$ cat config.mk
export PLATFORM = sky130hd
export DESIGN_NAME = tdm_slot_port
export DESIGN_NICKNAME = d
export VERILOG_FILES = /design/src/rtl/tdm_port_pkg.sv /design/src/rtl/tdm_slot_tracker.sv /design/src/rtl/tdm_tx_path.sv /design/src/rtl/tdm_rx_path.sv /design/src/rtl/tdm_slot_port.sv
export SDC_FILE = /design/constraint.sdc
export NUM_CORES = 1
export LEC_CHECK = 0
export ABC_AREA = 1
export ABC_CLOCK_PERIOD_IN_PS = 6600
export BUFFER_PORTS_ARGS = -buffer_cell sky130_fd_sc_hd__buf_2
export CAP_MARGIN = 20
export CORE_ASPECT_RATIO = 0.9
export CORE_MARGIN = 1.5
export CORE_UTILIZATION = 35
export CTS_CLUSTER_SIZE = 20
export DETAILED_ROUTE_END_ITERATION = 12
export HOLD_SLACK_MARGIN = 0.06
export PLACE_DENSITY = 0.57
export SYNTH_ARGS = -nofsm -noshare
export SYNTH_HDL_FRONTEND = slang
export SYNTH_HIERARCHICAL = 1
export SYNTH_SLANG_ARGS = --single-unit
$ cat constraint.sdc
create_clock -name clk -period 6.6 [get_ports clk]
set_input_delay 0.66 -clock clk [delete_from_list [all_inputs] [get_ports clk]]
set_output_delay 0.66 -clock clk [all_outputs]
set_load 0.1 [all_outputs]
$ cat src/rtl/tdm_port_pkg.sv
package tdm_port_pkg;

    localparam int MAX_SUBS = 4;

    // number of sub-frames selected by the two-bit count code
    function automatic logic [2:0] slot_count_of(input logic [1:0] code);
        logic [2:0] n;
        case (code)
            2'd0:    n = 3'd1;
            2'd1:    n = 3'd2;
            default: n = 3'd4;
        endcase
        return n;
    endfunction

endpackage

$ cat src/rtl/tdm_slot_tracker.sv
module tdm_slot_tracker
    import tdm_port_pkg::*;
#(
    parameter int WORD_W = 16
) (
    input  logic                          clk,
    input  logic                          rst_n,
    input  logic                          fsync,
    input  logic                          long_mode,
    input  logic [1:0]                    slot_count,
    input  logic [1:0]                    slot_sel,
    output logic                          own_cur,
    output logic                          last_cur,
    output logic                          own_nxt,
    output logic [$clog2(4*WORD_W)-1:0]   bidx_nxt
);
    localparam int SUB_LONG  = 4 * WORD_W;
    localparam int SUB_SHORT = 2 * WORD_W;
    localparam int LOG_LONG  = $clog2(SUB_LONG);
    localparam int FRAME_MAX = MAX_SUBS * SUB_LONG;
    localparam int POS_W     = $clog2(FRAME_MAX + 1);
    localparam logic [POS_W-1:0] POS_SAT = POS_W'(FRAME_MAX);

    typedef struct packed {
        logic [POS_W-1:0] pos;
    } trk_t;

    trk_t s_d, s_q;
    logic [LOG_LONG-1:0] bidx_cur;

    function automatic logic [LOG_LONG-1:0] f_bidx(input logic [POS_W-1:0] p, input logic lm);
        return lm ? p[LOG_LONG-1:0] : {1'b0, p[LOG_LONG-2:0]};
    endfunction

    function automatic logic f_own(input logic [POS_W-1:0] p, input logic lm,
                                   input logic [1:0] cnt, input logic [1:0] sel);
        logic [POS_W-1:0] sub;
        sub = lm ? (p >> LOG_LONG) : (p >> (LOG_LONG - 1));
        return (sub == POS_W'(sel)) && ({1'b0, sel} < slot_count_of(cnt));
    endfunction

    function automatic logic f_last(input logic [POS_W-1:0] p, input logic lm);
        return lm ? (f_bidx(p, lm) == LOG_LONG'(SUB_LONG - 1))
                  : (f_bidx(p, lm) == LOG_LONG'(SUB_SHORT - 1));
    endfunction

    always_comb begin
        s_d = s_q;
        if (fsync) begin
            s_d.pos = '0;
        end else if (s_q.pos != POS_SAT) begin
            s_d.pos = s_q.pos + 1'b1;
        end
    end

    always_ff @(posedge clk or negedge rst_n) begin
        if (!rst_n) begin
            s_q.pos <= POS_SAT;
        end else begin
            s_q <= s_d;
        end
    end

    assign own_cur  = f_own(s_q.pos, long_mode, slot_count, slot_sel);
    assign last_cur = f_last(s_q.pos, long_mode);
    assign bidx_cur = f_bidx(s_q.pos, long_mode);
    assign own_nxt  = f_own(s_d.pos, long_mode, slot_count, slot_sel);
    assign bidx_nxt = f_bidx(s_d.pos, long_mode);

    // ownership always begins on the first bit of a sub-frame
    a_r2_own_starts_aligned: assert property (@(posedge clk) disable iff (!rst_n)
        $rose(own_cur) |-> (bidx_cur == '0));

endmodule

$ cat src/rtl/tdm_tx_path.sv
module tdm_tx_path #(
    parameter int WORD_W = 16,
    parameter int GPI_W  = 4
) (
    input  logic                          clk,
    input  logic                          rst_n,
    input  logic                          fsync,
    input  logic [WORD_W-1:0]             adc_left,
    input  logic [WORD_W-1:0]             adc_right,
    input  logic [WORD_W-1:0]             aux_stat,
    input  logic [GPI_W-1:0]              gpi,
    input  logic                          own_nxt,
    input  logic [$clog2(4*WORD_W)-1:0]   bidx_nxt,
    output logic                          sdout,
    output logic                          sdout_oe
);
    localparam int TOT   = 4 * WORD_W;
    localparam int LOG_T = $clog2(TOT);

    typedef struct packed {
        logic [TOT-1:0] tx;
        logic           sdout;
        logic           oe;
    } tx_t;

    tx_t s_d, s_q;
    logic [WORD_W-1:0] stat_word;
    logic [LOG_T-1:0]  rev;

    assign stat_word = WORD_W'(gpi) << (WORD_W - GPI_W);

    always_comb begin
        s_d = s_q;
        if (fsync) begin
            s_d.tx = {adc_left, adc_right, stat_word, aux_stat};
        end
        rev      = LOG_T'(TOT - 1) - bidx_nxt;
        s_d.oe    = own_nxt;
        s_d.sdout = own_nxt ? s_d.tx[rev] : 1'b0;
    end

    always_ff @(posedge clk or negedge rst_n) begin
        if (!rst_n) begin
            s_q <= '0;
        end else begin
            s_q <= s_d;
        end
    end

    assign sdout    = s_q.sdout;
    assign sdout_oe = s_q.oe;

    // the outgoing word set only changes at a frame start
    a_r4_tx_latched: assert property (@(posedge clk) disable iff (!rst_n)
        !$past(fsync) |-> $stable(s_q.tx));

endmodule

$ cat src/rtl/tdm_rx_path.sv
module tdm_rx_path #(
    parameter int WORD_W = 16,
    parameter int GPO_W  = 4
) (
    input  logic               clk,
    input  logic               rst_n,
    input  logic               fsync,
    input  logic               sdin,
    input  logic               long_mode,
    input  logic               own_cur,
    input  logic               last_cur,
    output logic [WORD_W-1:0]  dac_left,
    output logic [WORD_W-1:0]  dac_right,
    output logic [WORD_W-1:0]  ctrl_a,
    output logic [WORD_W-1:0]  ctrl_b,
    output logic               rx_valid,
    output logic [GPO_W-1:0]   gpo
);
    localparam int TOT = 4 * WORD_W;

    typedef struct packed {
        logic [TOT-1:0]    sh;
        logic [WORD_W-1:0] dl;
        logic [WORD_W-1:0] dr;
        logic [WORD_W-1:0] ca;
        logic [WORD_W-1:0] cb;
        logic              valid;
        logic [GPO_W-1:0]  gpo;
    } rx_t;

    rx_t s_d, s_q;

    always_comb begin
        s_d       = s_q;
        s_d.valid = 1'b0;
        if (own_cur) begin
            s_d.sh = {s_q.sh[TOT-2:0], sdin};
            if (last_cur) begin
                if (long_mode) begin
                    {s_d.dl, s_d.dr, s_d.ca, s_d.cb} = s_d.sh;
                end else begin
                    {s_d.dl, s_d.dr} = s_d.sh[2*WORD_W-1:0];
                end
                s_d.valid = 1'b1;
            end
        end
        if (fsync) begin
            s_d.gpo = s_q.ca[WORD_W-1 -: GPO_W];
        end
    end

    always_ff @(posedge clk or negedge rst_n) begin
        if (!rst_n) begin
            s_q <= '0;
        end else begin
            s_q <= s_d;
        end
    end

    assign dac_left  = s_q.dl;
    assign dac_right = s_q.dr;
    assign ctrl_a    = s_q.ca;
    assign ctrl_b    = s_q.cb;
    assign rx_valid  = s_q.valid;
    assign gpo       = s_q.gpo;

    // the capture strobe never lasts longer than one cycle
    a_r6_single_strobe: assert property (@(posedge clk) disable iff (!rst_n)
        s_q.valid |=> !s_q.valid);

    // holding registers move only together with the strobe
    a_r7_hold_quiet: assert property (@(posedge clk) disable iff (!rst_n)
        !s_q.valid |-> ($stable(s_q.dl) && $stable(s_q.dr) && $stable(s_q.ca) && $stable(s_q.cb)));

    // output pins change only right after a frame sync
    a_r8_gpo_per_frame: assert property (@(posedge clk) disable iff (!rst_n)
        !$past(fsync) |-> $stable(s_q.gpo));

endmodule

$ cat src/rtl/tdm_slot_port.sv
module tdm_slot_port #(
    parameter int WORD_W = 16,
    parameter int GPI_W  = 4,
    parameter int GPO_W  = 4
) (
    input  logic               clk,
    input  logic               rst_n,
    input  logic               fsync,
    input  logic               sdin,
    output logic               sdout,
    output logic               sdout_oe,
    input  logic               long_mode,
    input  logic [1:0]         slot_count,
    input  logic [1:0]         slot_sel,
    input  logic [WORD_W-1:0]  adc_left,
    input  logic [WORD_W-1:0]  adc_right,
    input  logic [WORD_W-1:0]  aux_stat,
    input  logic [GPI_W-1:0]   gpi,
    output logic [WORD_W-1:0]  dac_left,
    output logic [WORD_W-1:0]  dac_right,
    output logic [WORD_W-1:0]  ctrl_a,
    output logic [WORD_W-1:0]  ctrl_b,
    output logic               rx_valid,
    output logic [GPO_W-1:0]   gpo
);
    localparam int BIDX_W = $clog2(4 * WORD_W);

    logic              own_cur, last_cur, own_nxt;
    logic [BIDX_W-1:0] bidx_nxt;

    tdm_slot_tracker #(.WORD_W(WORD_W)) u_tracker (
        .clk        (clk),
        .rst_n      (rst_n),
        .fsync      (fsync),
        .long_mode  (long_mode),
        .slot_count (slot_count),
        .slot_sel   (slot_sel),
        .own_cur    (own_cur),
        .last_cur   (last_cur),
        .own_nxt    (own_nxt),
        .bidx_nxt   (bidx_nxt)
    );

    tdm_tx_path #(.WORD_W(WORD_W), .GPI_W(GPI_W)) u_tx (
        .clk       (clk),
        .rst_n     (rst_n),
        .fsync     (fsync),
        .adc_left  (adc_left),
        .adc_right (adc_right),
        .aux_stat  (aux_stat),
        .gpi       (gpi),
        .own_nxt   (own_nxt),
        .bidx_nxt  (bidx_nxt),
        .sdout     (sdout),
        .sdout_oe  (sdout_oe)
    );

    tdm_rx_path #(.WORD_W(WORD_W), .GPO_W(GPO_W)) u_rx (
        .clk       (clk),
        .rst_n     (rst_n),
        .fsync     (fsync),
        .sdin      (sdin),
        .long_mode (long_mode),
        .own_cur   (own_cur),
        .last_cur  (last_cur),
        .dac_left  (dac_left),
        .dac_right (dac_right),
        .ctrl_a    (ctrl_a),
        .ctrl_b    (ctrl_b),
        .rx_valid  (rx_valid),
        .gpo       (gpo)
    );

    // a capture strobe follows a cycle in which the line was driven
    a_r6_strobe_after_slot: assert property (@(posedge clk) disable iff (!rst_n)
        rx_valid |-> $past(sdout_oe));

    // releasing the line coincides with the end-of-slot capture
    a_r5_release_at_end: assert property (@(posedge clk) disable iff (!rst_n)
        $fell(sdout_oe) |-> rx_valid);

endmodule

Word-level counts from Yosys, hierarchy flattened
Cells that the tools add are included.
{"block": "word_totals", "output_inout_bits": 71, "input_bits": 61, "wordCells": 41, "register_bits": 207}
{"block": "classes", "addsub": 2, "n_eq_ne": 6, "magnitude_cmp": 2, "n_reduce_logical": 5, "muxes": 15}
{"operator": "64-bit 2-to-1 mux", "n": 1}
{"operator": "32-bit 2-to-1 mux", "n": 1}
{"operator": "9-bit by 2-bit equality test with 1-bit output", "n": 2}
{"operator": "9-bit 2-to-1 mux", "n": 2}
{"operator": "6-bit 2-to-1 mux", "n": 2}
{"operator": "9-bit by 1-bit adder with 9-bit output, second input constant", "n": 1}
{"operator": "9-bit != test, second input constant", "n": 1}
{"operator": "4-bit 2-to-1 mux", "n": 2}
{"operator": "6-bit by 7-bit less-than comparator with 1-bit output, second input constant", "n": 1}
{"operator": "1-bit binary-select mux with 6-bit select", "n": 1}
{"operator": "6-bit by 5-bit equality test with 1-bit output, second input constant", "n": 1}
{"operator": "6-bit equality test, second input constant", "n": 1}
{"operator": "3-bit one-hot mux with 2 select lines", "n": 1}
{"operator": "6-bit subtractor, first input constant", "n": 1}
{"operator": "1-bit 2-to-1 mux", "n": 5}
{"operator": "2-bit by 3-bit less-than comparator with 1-bit output", "n": 1}
{"operator": "3-bit AND reduction", "n": 1}
{"operator": "2-bit by 1-bit equality test with 1-bit output, second input constant", "n": 1}
{"operator": "1-bit logical AND", "n": 2}
{"operator": "2-bit logical NOT", "n": 1}
{"operator": "2-bit AND reduction", "n": 1}

Longest topological paths before layout
Gate-level depths: netlist of the first run.
{"block": "logic_depth", "word_depth": 8, "ltp_mapped": 18, "depth_no_buf": 15}

Cells and area by module
Netlist of the first run, hierarchy kept.
{"mod": "tdm_rx_path", "cells_per_inst": 680, "instances": 1, "seq_area_each_um2": 3303.2, "area_each_um2": 5800.6}
{"mod": "tdm_tx_path", "cells_per_inst": 408, "instances": 1, "seq_area_each_um2": 1651.6, "area_each_um2": 3215.6}
{"mod": "tdm_slot_tracker", "cells_per_inst": 112, "instances": 1, "seq_area_each_um2": 226.5, "area_each_um2": 767.0}

Least setup slack after synthesis of the first run
Ideal clock, no wire load.
{"block": "synth_path", "path_type": "in2reg", "from": "in slot_count[1]", "to": "reg u_rx/s_q[107] in the netlist's numbering", "arrival_ns": 2.107, "stages": 12, "path_slack_ns": 4.369, "n_path_buf": 3, "required_time_ns": 6.476, "setup_ns": 0.124, "cell_sequence": "inv_1 nand2_1 ha_1 o21ai_1 nand2_1 nand2_1 nand2_1 a211oi_1 buf_4 buf_4 buf_2 a21oi_1"}
{"block": "synth_between", "elab_chain_len": 4, "elab_cells_between_ends": 5, "classes_between": "order compare (1); eq/ne (1); mux (1); reduce/logical (2)"}
{"element": "start: declaration", "line_no": "tdm_slot_port.sv:13", "rtl": "input logic [1:0] slot_count,"}
{"element": "2-bit by 1-bit equality test with 1-bit output / 2-bit logical NOT (equally long branches)", "line_no": "tdm_port_pkg.sv:8", "rtl": "case (code)"}
{"element": "3-bit one-hot mux with 2 select lines (*)", "line_no": "tdm_port_pkg.sv:8"}
{"element": "2-bit by 3-bit less-than comparator with 1-bit output (*)", "line_no": "tdm_slot_tracker.sv:39", "rtl": "return (sub == POS_W'(sel)) && ({1'b0, sel} < slot_count_of(cnt));"}
{"element": "1-bit logical AND (*)", "line_no": "tdm_slot_tracker.sv:39"}
{"element": "named net own_cur", "line_no": "tdm_slot_port.sv:28", "rtl": "logic own_cur, last_cur, own_nxt;"}
{"element": "end signal: assignment", "line_no": "tdm_rx_path.sv:54", "rtl": "s_q <= '0;"}
{"element": "end signal: assignment", "line_no": "tdm_rx_path.sv:56", "rtl": "s_q <= s_d;"}
{"element": "end: declaration", "line_no": "tdm_rx_path.sv:31", "rtl": "rx_t s_d, s_q;"}
The timed path passes the listed nets; every way through them passes the cells marked *.
A chain may end at the register's enable or synchronous reset.

Worst setup path after layout of the first run
{"block": "layout_path", "from": "in long_mode", "to": "reg u_rx.s_q, in the netlist u_rx/ctrl_b[0]"}
{"block": "layout_between", "elab_chain_len": 4, "elab_cells_between_ends": 8, "classes_between": "eq/ne (3); mux (3); reduce/logical (2)"}
{"element": "start: declaration", "line_no": "tdm_slot_port.sv:12", "rtl": "input logic long_mode,"}
{"element": "4-bit 2-to-1 mux", "line_no": "tdm_slot_tracker.sv:38", "rtl": "sub = lm ? (p >> LOG_LONG) : (p >> (LOG_LONG - 1));"}
{"element": "9-bit by 2-bit equality test with 1-bit output", "line_no": "tdm_slot_tracker.sv:39"}
{"element": "1-bit logical AND", "line_no": "tdm_slot_tracker.sv:39"}
{"element": "named net own_cur", "line_no": "tdm_slot_port.sv:28"}
{"element": "3-bit AND reduction (no source line)"}
The timed path passes the listed nets, and every way through them passes these cells.

==> results.yml, run 1 <==
run_status:
  status: "completed"
cells_and_area:
  nets: 1297
  n_antenna_cell: 0
  syn2layout_area_growth_pct: 10.8
  fill_cells: 2821
  drive_gt1_frac: 0.161
yosys:
  synthesis.area_per_instance_um2: 8.15
  async_reset_ff_frac: 1.00
  seq_area_frac_synth: 0.530
  syn-instance-count: 1200
  synth_area_leaders: "dfrtp_1 53%, nand2_1 18%, buf_4 6.8%, nand3_1 6.3%, o21ai_0 3.9%"
  synth_edf_count: 0
  synth_most_common_cell: "nand2_1"
  yosysTopAreaCellShare: 0.527
  synth_area_um2: 9780
  yosysUniqueCellTypes: 29
  syn_nets: 1264
  yosys.area.top_type: "dfrtp_1"
  ys.warnings.count: 6
  synth_commonest_cells: "473 x nand2_1, 206 x dfrtp_1, 123 x nand3_1"
  synth-seq-cells: 207
  ys.flop_type: "dfrtp_1"
routing:
  drt-initial-drc-count: 658
  num_vias: 7306
  highest_layer: "met4"
  wl_met2_mm: 9.41
  drt_first_pass_iters: 5
  viasPerCell: 4.56
  wirelength_mm: 22.1
  drc_errors: 0
  wl_per_cell_um: 13.8
  wl_met1_mm: 11.3
  antenna_left: 0
  wl_met3_um: 906
floorplanning:
  die_y_um: 162
  ioPinCount: 132
  start_util: 0.359
  die_x_um: 179
  die-area_um2: 29000
  rows: 57
  design.core.area_um2: 27200
job:
  maxCapViolations: 0
power_and_ir_drop:
  vdd_drop_max_v: 0.000154
  switching_share: 0.286
  p_switching_uw: 942
  p_per_area_nw_per_um2: 303
  intPower_uw: 2350
  p_leak_uw: 0.00577
  power_frac_seq: 0.456
  pwr-share-comb: 0.148
  p_clk_frac: 0.396
cts:
  clk_pin_slew_worst_paths_ps: 60
  cts.sinks: 207
  cts_tree: "done"
  cts_max_level: 1
  clock_latency_ps: 500
  cts_root_buf: "clkbuf_16"
  cts_resized: 0
  cts_hold_buf: 0
  cts_buffers: 23
  postCtsSetupBuffers: 0
  clockBufferDepth: 3
sta:
  slew_headroom: 0.310
  setup_viol: 0
  hold_viol: 0
  fin_setup_tns_ps: 0
  layout_min_cycle_time_ps: 3490
  period_share: 0.529
  skew_ps: 13.3
  setup_slack_ps: 3110
  maxSlewViolCount: 0
  fmax_ghz: 0.286
  worst_pin_slew_ps: 1030
  fin_hold_ws_ps: 127
  rsz0062_at_grt: "false"
critical_path:
  path_cells: "buf_2 -> inv_1 -> a21oi_1 -> o21ai_1 -> a211oi_4 -> buf_8 -> nand2_2 -> inv_2 -> nand3_1 -> nand2_1"
  cpMaxStageDelayCell: "inv_2"
  path_max_fanout: 44
  r2r-end: "u_rx/ctrl_b[0]"
  cp-startpoint: "long_mode"
  critPathCapture: "u_rx/ctrl_b[0]"
  cp-start-kind: "primary input"
  path_buf_inv: 4
  path_depth: 10
  endpoint_kind: "flop"
  worst_ep_required_time_ps: 7040
  worst_path_largest_cell_delay_ps: 640
  r2r_start: "u_tracker/s_q[6]"
  crit_family: "buffers and inverters"
  cp.arrival_ps: 3930
  ff2ff_setup_slack_ps: 3370
  critPathKind: "in2reg"
  reg2reg_depth: 9
global_route:
  gr-usage-all-layers: 0.157
  grt_antenna_before_repair: 0
  grt_overflow: 0
  grt_pass1_vias: 7063
  grt_start_max_net_pins: 93
  grt_pass1_wl_mm: 36.6
place:
  gp_congestion: 0.784
  io_buffers: 131
  place_ws_ps: 2060
  dp_hpwl_mm: 14.5
hold_path:
  min_path_type: "in2async"
-- power groups by stage --
stage | sequential, uW | combinational, uW | clock (uW)
after floorplan | 1500 | 381 | 0
after global placement | 1520 | 487 | 0
after detailed placement | 1520 | 494 | 0
after CTS | 1500 | 496 | 1350
after global routing | 1520 | 553 | 1400
final | 1500 | 486 | 1300
-- flip-flops by register name, summed over array words and instances (netlist names) --
register,cells
u_rx/dac_right,16
u_tx/s_q,64
u_rx/ctrl_a,16
u_tx/sdout_oe,1
u_rx/ctrl_b,16
u_rx/s_q,63
u_rx/gpo,4
u_tx/sdout,1
u_rx/rx_valid,1
u_rx/dac_left,16
u_tracker/s_q,9
-- placed cells by master, fill, tap and decap left out, types with 12 or more instances in the layout --
cell type and n:
nand3_1 123, buf_2 130, dfrtp_1 206, o21ai_0 76
nand2_1 473, a21oi_1 19, o21ai_1 12, clkbuf_16 23
nor2_1 33, inv_1 90
-- layout make-up --
type	instances	area, um2	area share
Clock inverter	9	120	0.0111
Clock buffer	32	649	0.0599
Sequential cell	207	5180	0.478
Inverter	94	367	0.0338
Tap cell	354	443	0.0409
Multi-Input combinational cell	768	3330	0.308
Timing Repair Buffer	139	744	0.0687
-- metal layers --
| metal | GRT usage | up-vias |
|---|---|---|
| met3 | 0.0245 | 28 |
| met2 | 0.236 | 118 |
| met1 | 0.236 | 3425 |
| met5 | 0 | - |
| met4 | 0.0346 | 0 |
| li1 | - | 3735 |
-- logic make-up after synthesis --
logic type	share of synthesized area
compound gates	0.0579
xor+xnor	0.000895
fa+ha+maj	0.00384
buf+inv	0.131
flops	0.530
simple gates	0.277
-- through the flow --
step,power (uW),area (um2),std cells,util
CTS,3340,10800,1601,0.397
floorplan,1880,9780,1200,-
detailed placement,2020,10000,1560,0.368
global route,3470,10800,1603,0.398
global placement,2010,10000,1560,0.368
finish,3290,10800,1603,0.398
-- how the worst min path moves through the flow --
stage | from | to | cells after the start
CTS | rst_n | u_rx/dac_right[14] | 1
global route | rst_n | u_rx/gpo[0] | 1
detailed placement | u_tx/s_q[10] | u_tx/s_q[10] | 2
global placement | u_tx/s_q[12] | u_tx/s_q[12] | 2
finish | rst_n | u_rx/gpo[0] | 1
floorplan | rst_n | u_rx/ctrl_a[0] | 0
(Power assumes the default switching activity.)
==> run 2: changes to the inputs <==
--- a/config.mk
+++ b/config.mk
@@ -5,8 +5,8 @@
 export SDC_FILE = /design/constraint.sdc
 export NUM_CORES = 1
 export LEC_CHECK = 0
-export ABC_AREA = 1
-export ABC_CLOCK_PERIOD_IN_PS = 6600
+export ABC_AREA = 0
+export ABC_CLOCK_PERIOD_IN_PS = 3090
 export BUFFER_PORTS_ARGS = -buffer_cell sky130_fd_sc_hd__buf_2
 export CAP_MARGIN = 20
 export CORE_ASPECT_RATIO = 0.9
@@ -15,7 +15,7 @@
 export CTS_CLUSTER_SIZE = 20
 export DETAILED_ROUTE_END_ITERATION = 12
 export HOLD_SLACK_MARGIN = 0.06
-export PLACE_DENSITY = 0.57
+export PLACE_DENSITY = 0.59
 export SYNTH_ARGS = -nofsm -noshare
 export SYNTH_HDL_FRONTEND = slang
 export SYNTH_HIERARCHICAL = 1
==> constraint.sdc (replaced) <==
create_clock -name clk -period 3.09 [get_ports clk]
set_input_delay 0.309 -clock clk [delete_from_list [all_inputs] [get_ports clk]]
set_output_delay 0.309 -clock clk [all_outputs]
set_load 0.1 [all_outputs]
==> run 2 against run 1 <==
  * Worst hold slack lost 36 ps
  * Non-clock buffer count is 76 higher
  * Clock-buffer cell count grew 4
  * Die area increased by 2.5%
  * Register-to-register slack got worse by 3200 ps
  * Combinational power rose by 130%
  * First-iteration DRC count shrank 50%
  * Design area increased by 11%
  * Critical path type is now reg2reg
  * Largest power group unchanged
==> results.yml, run 2 <==
power_and_ir_drop:
  vdd_drop_max_v: 0.000440
  p_per_area_nw_per_um2: 581
  p_leak_uw: 0.00571
  power_uw: 6960
global_route:
  grt_pass1_wl_mm: 34.1
  gr-usage-all-layers: 0.143
  grt_antenna_before_repair: 0
  grt_pass1_vias: 6202
  grt_start_max_net_pins: 78
  grt_overflow: 0
sta:
  worst_pin_slew_ps: 657
  fin_setup_tns_ps: 0
  hold_viol: 0
  maxSlewViolCount: 0
  setup_viol: 0
  period_share: 0.954
  fmax_ghz: 0.339
  slew_headroom: 0.562
  layout_min_cycle_time_ps: 2950
  skew_ps: 15.2
yosys:
  yosys.area.top_type: "dfrtp_1"
  synth_commonest_cells: "206 x dfrtp_1, 125 x mux2_2, 79 x buf_4"
  synth-seq-cells: 207
  syn-instance-count: 742
  synth_area_leaders: "dfrtp_1 51%, mux2_2 14%, buf_4 5.9%, mux2i_1 4.9%, mux4_2 4.7%"
  ys.flop_type: "dfrtp_1"
  syn_nets: 806
  synth_edf_count: 0
  yosysUniqueCellTypes: 54
  async_reset_ff_frac: 1.00
  synth_most_common_cell: "dfrtp_1"
  ys.warnings.count: 6
  synthesis.area_per_instance_um2: 13.5
  yosysTopAreaCellShare: 0.514
  synth_area_um2: 10000
  seq_area_frac_synth: 0.516
critical_path:
  path_max_fanout: 7
  cp-start-kind: "flop"
  path_cells: "nor4_1 -> nand4_1 -> nor2_1 -> a21oi_2 -> nor2_4 -> buf_12 -> buf_2 -> mux4_2 -> mux2i_1 -> nor2_1 -> o22ai_2 -> a211oi_2 -> a31o_1"
  endpoint_kind: "flop"
  worst_ep_required_time_ps: 3490
  worst_path_largest_cell_delay_ps: 520
  cpMaxStageDelayCell: "mux4_2"
  critPathKind: "reg2reg"
  cp.arrival_ps: 3350
  path_buf_inv: 2
  crit_family: "simple AND/OR/NAND/NOR gates"
  path_common_cell: "nor2_1"
place:
  io_buffers: 131
  gp_congestion: 0.753
  dp_hpwl_mm: 13.7
  dpl_cell_area_um2: 10600
  place_inst: 1143
cells_and_area:
  largest_register_ffs: 64
  regMostFlops: "u_tx/s_q"
  drive_gt1_frac: 0.451
  largestRegisters: "u_tx/s_q x64, u_rx/s_q x63"
  syn2layout_area_growth_pct: 19.4
  layout_commonest_cell: "dfrtp_1"
  fin_area_um2: 12000
  n_antenna_cell: 0
  nets: 926
  layout.cells.non_filler: 1238
  fin_util: 0.427
  layout_common_cells: "205 x dfrtp_1, 130 x buf_2, 125 x mux2_2"
floorplanning:
  die_y_um: 164
  rows: 58
  start_util: 0.357
  die_x_um: 181
  ioPinCount: 132
  die-area_um2: 29700
  design.core.area_um2: 28100
routing:
  wl_met3_mm: 1.10
  drt-initial-drc-count: 328
  highest_layer: "met4"
  drc_errors: 0
  wl_met2_mm: 9.72
  wl_per_cell_um: 17.1
  viasPerCell: 4.86
  drt_first_pass_iters: 4
  wirelength_mm: 21.2
  num_vias: 6020
  antenna_left: 0
  wl_met1_mm: 10.0
cts:
  cts_root_buf: "clkbuf_16"
  cts_tree: "done"
  clk_pin_slew_worst_paths_ps: 60
  clockBufferDepth: 3
  clock_latency_ps: 520
  cts.sinks: 207
  cts_max_level: 1
  cts_buffers: 24
job:
  maxCapViolations: 0
hold_path:
  min_path_type: "in2reg"
run_status:
  status: "completed"
-- run 2: cell count changes in the layout (fill, tap and decap cells not counted), sizes merged, moves of 6 or more --
cell,change
mux4,+23
inv,-84
xnor2,+6
mux2i,+49
buf,+26
nor2b,+16
mux2,+156
nand2,-473
nand3,-122
a21oi,+52
o21ai,-82
dlygate4sd3,+50
nor2,-24
-- run 2: layout make-up --
class | count | area (um2)
Clock buffer | 36 | 706
Tap cell | 360 | 450
Timing Repair Buffer | 215 | 1520
Clock inverter | 6 | 68.8
Multi-Input combinational cell | 405 | 4030
Sequential cell | 207 | 5180
Inverter | 9 | 33.8
Fill cell | 2583 | 16100
-- run 2: stage by stage --
stage	setup slack [ps]	hold slack, ps
2_1_floorplan	176	13.4
3_3_place_gp	186	394
3_5_place_dp	140	399
4_1_cts	128	60.1
5_1_grt	-16.1	73.7
6_report	143	90.5
-- run 2: report_power, final --
part           internal (uW)  switching [uW]
registers               2920             158
logic                    455             673
clock network           1660            1100
-- run 2: final timing paths --
check                                      start           end  slack [ps]  cells past startpoint
worst max-delay path            u_tracker/s_q[2]    u_tx/sdout         140                     13
worst min-delay path                 aux_stat[2]   u_tx/s_q[4]          90                      2
worst max register to register  u_tracker/s_q[2]    u_tx/sdout         140                     13
worst min register to register      u_tx/s_q[21]  u_tx/s_q[21]         490                      1
max in group asynchronous                  rst_n  u_rx/s_q[73]        1880                      3
min in group asynchronous                  rst_n  u_tx/s_q[49]         400                      2
-- run 2: worst register-to-register path, delay by kind of cell, from the launching register on --
family,cells,cell delay [ps]
simple gates,5,870
buf+inv,2,330
mux,2,670
flops,1,390
compound gates,4,590
-- run 2: cell families (layout without fill, tap and decap cells) --
kind of cell    count (synthesis)  in the layout  synth area share
mux                           228            228             0.288
fa+ha+maj                       3              3           0.00374
compound gates                 98             98            0.0569
buf+inv                       130            266            0.0885
xor+xnor                        8              8           0.00698
flops                         207            207             0.516
simple gates                   68             68            0.0397
-- run 2: timing repair --
| action | in CTS | in global routing |
|---|---|---|
| resized for setup | 0 | 10 |
| buffers inserted | 0 | 3 |
| setup endpoints to repair | 0 | 1 |
| hold buffers | 50 | 0 |
| endpoints found under the hold margin | 123 | 0 |
-- run 2: layer usage --
layer | up-vias | GRT usage
li1 | 2822 | -
met1 | 3054 | 0.198
met2 | 123 | 0.228
met3 | 21 | 0.0323
met4 | 0 | 0.0311
met5 | - | 0
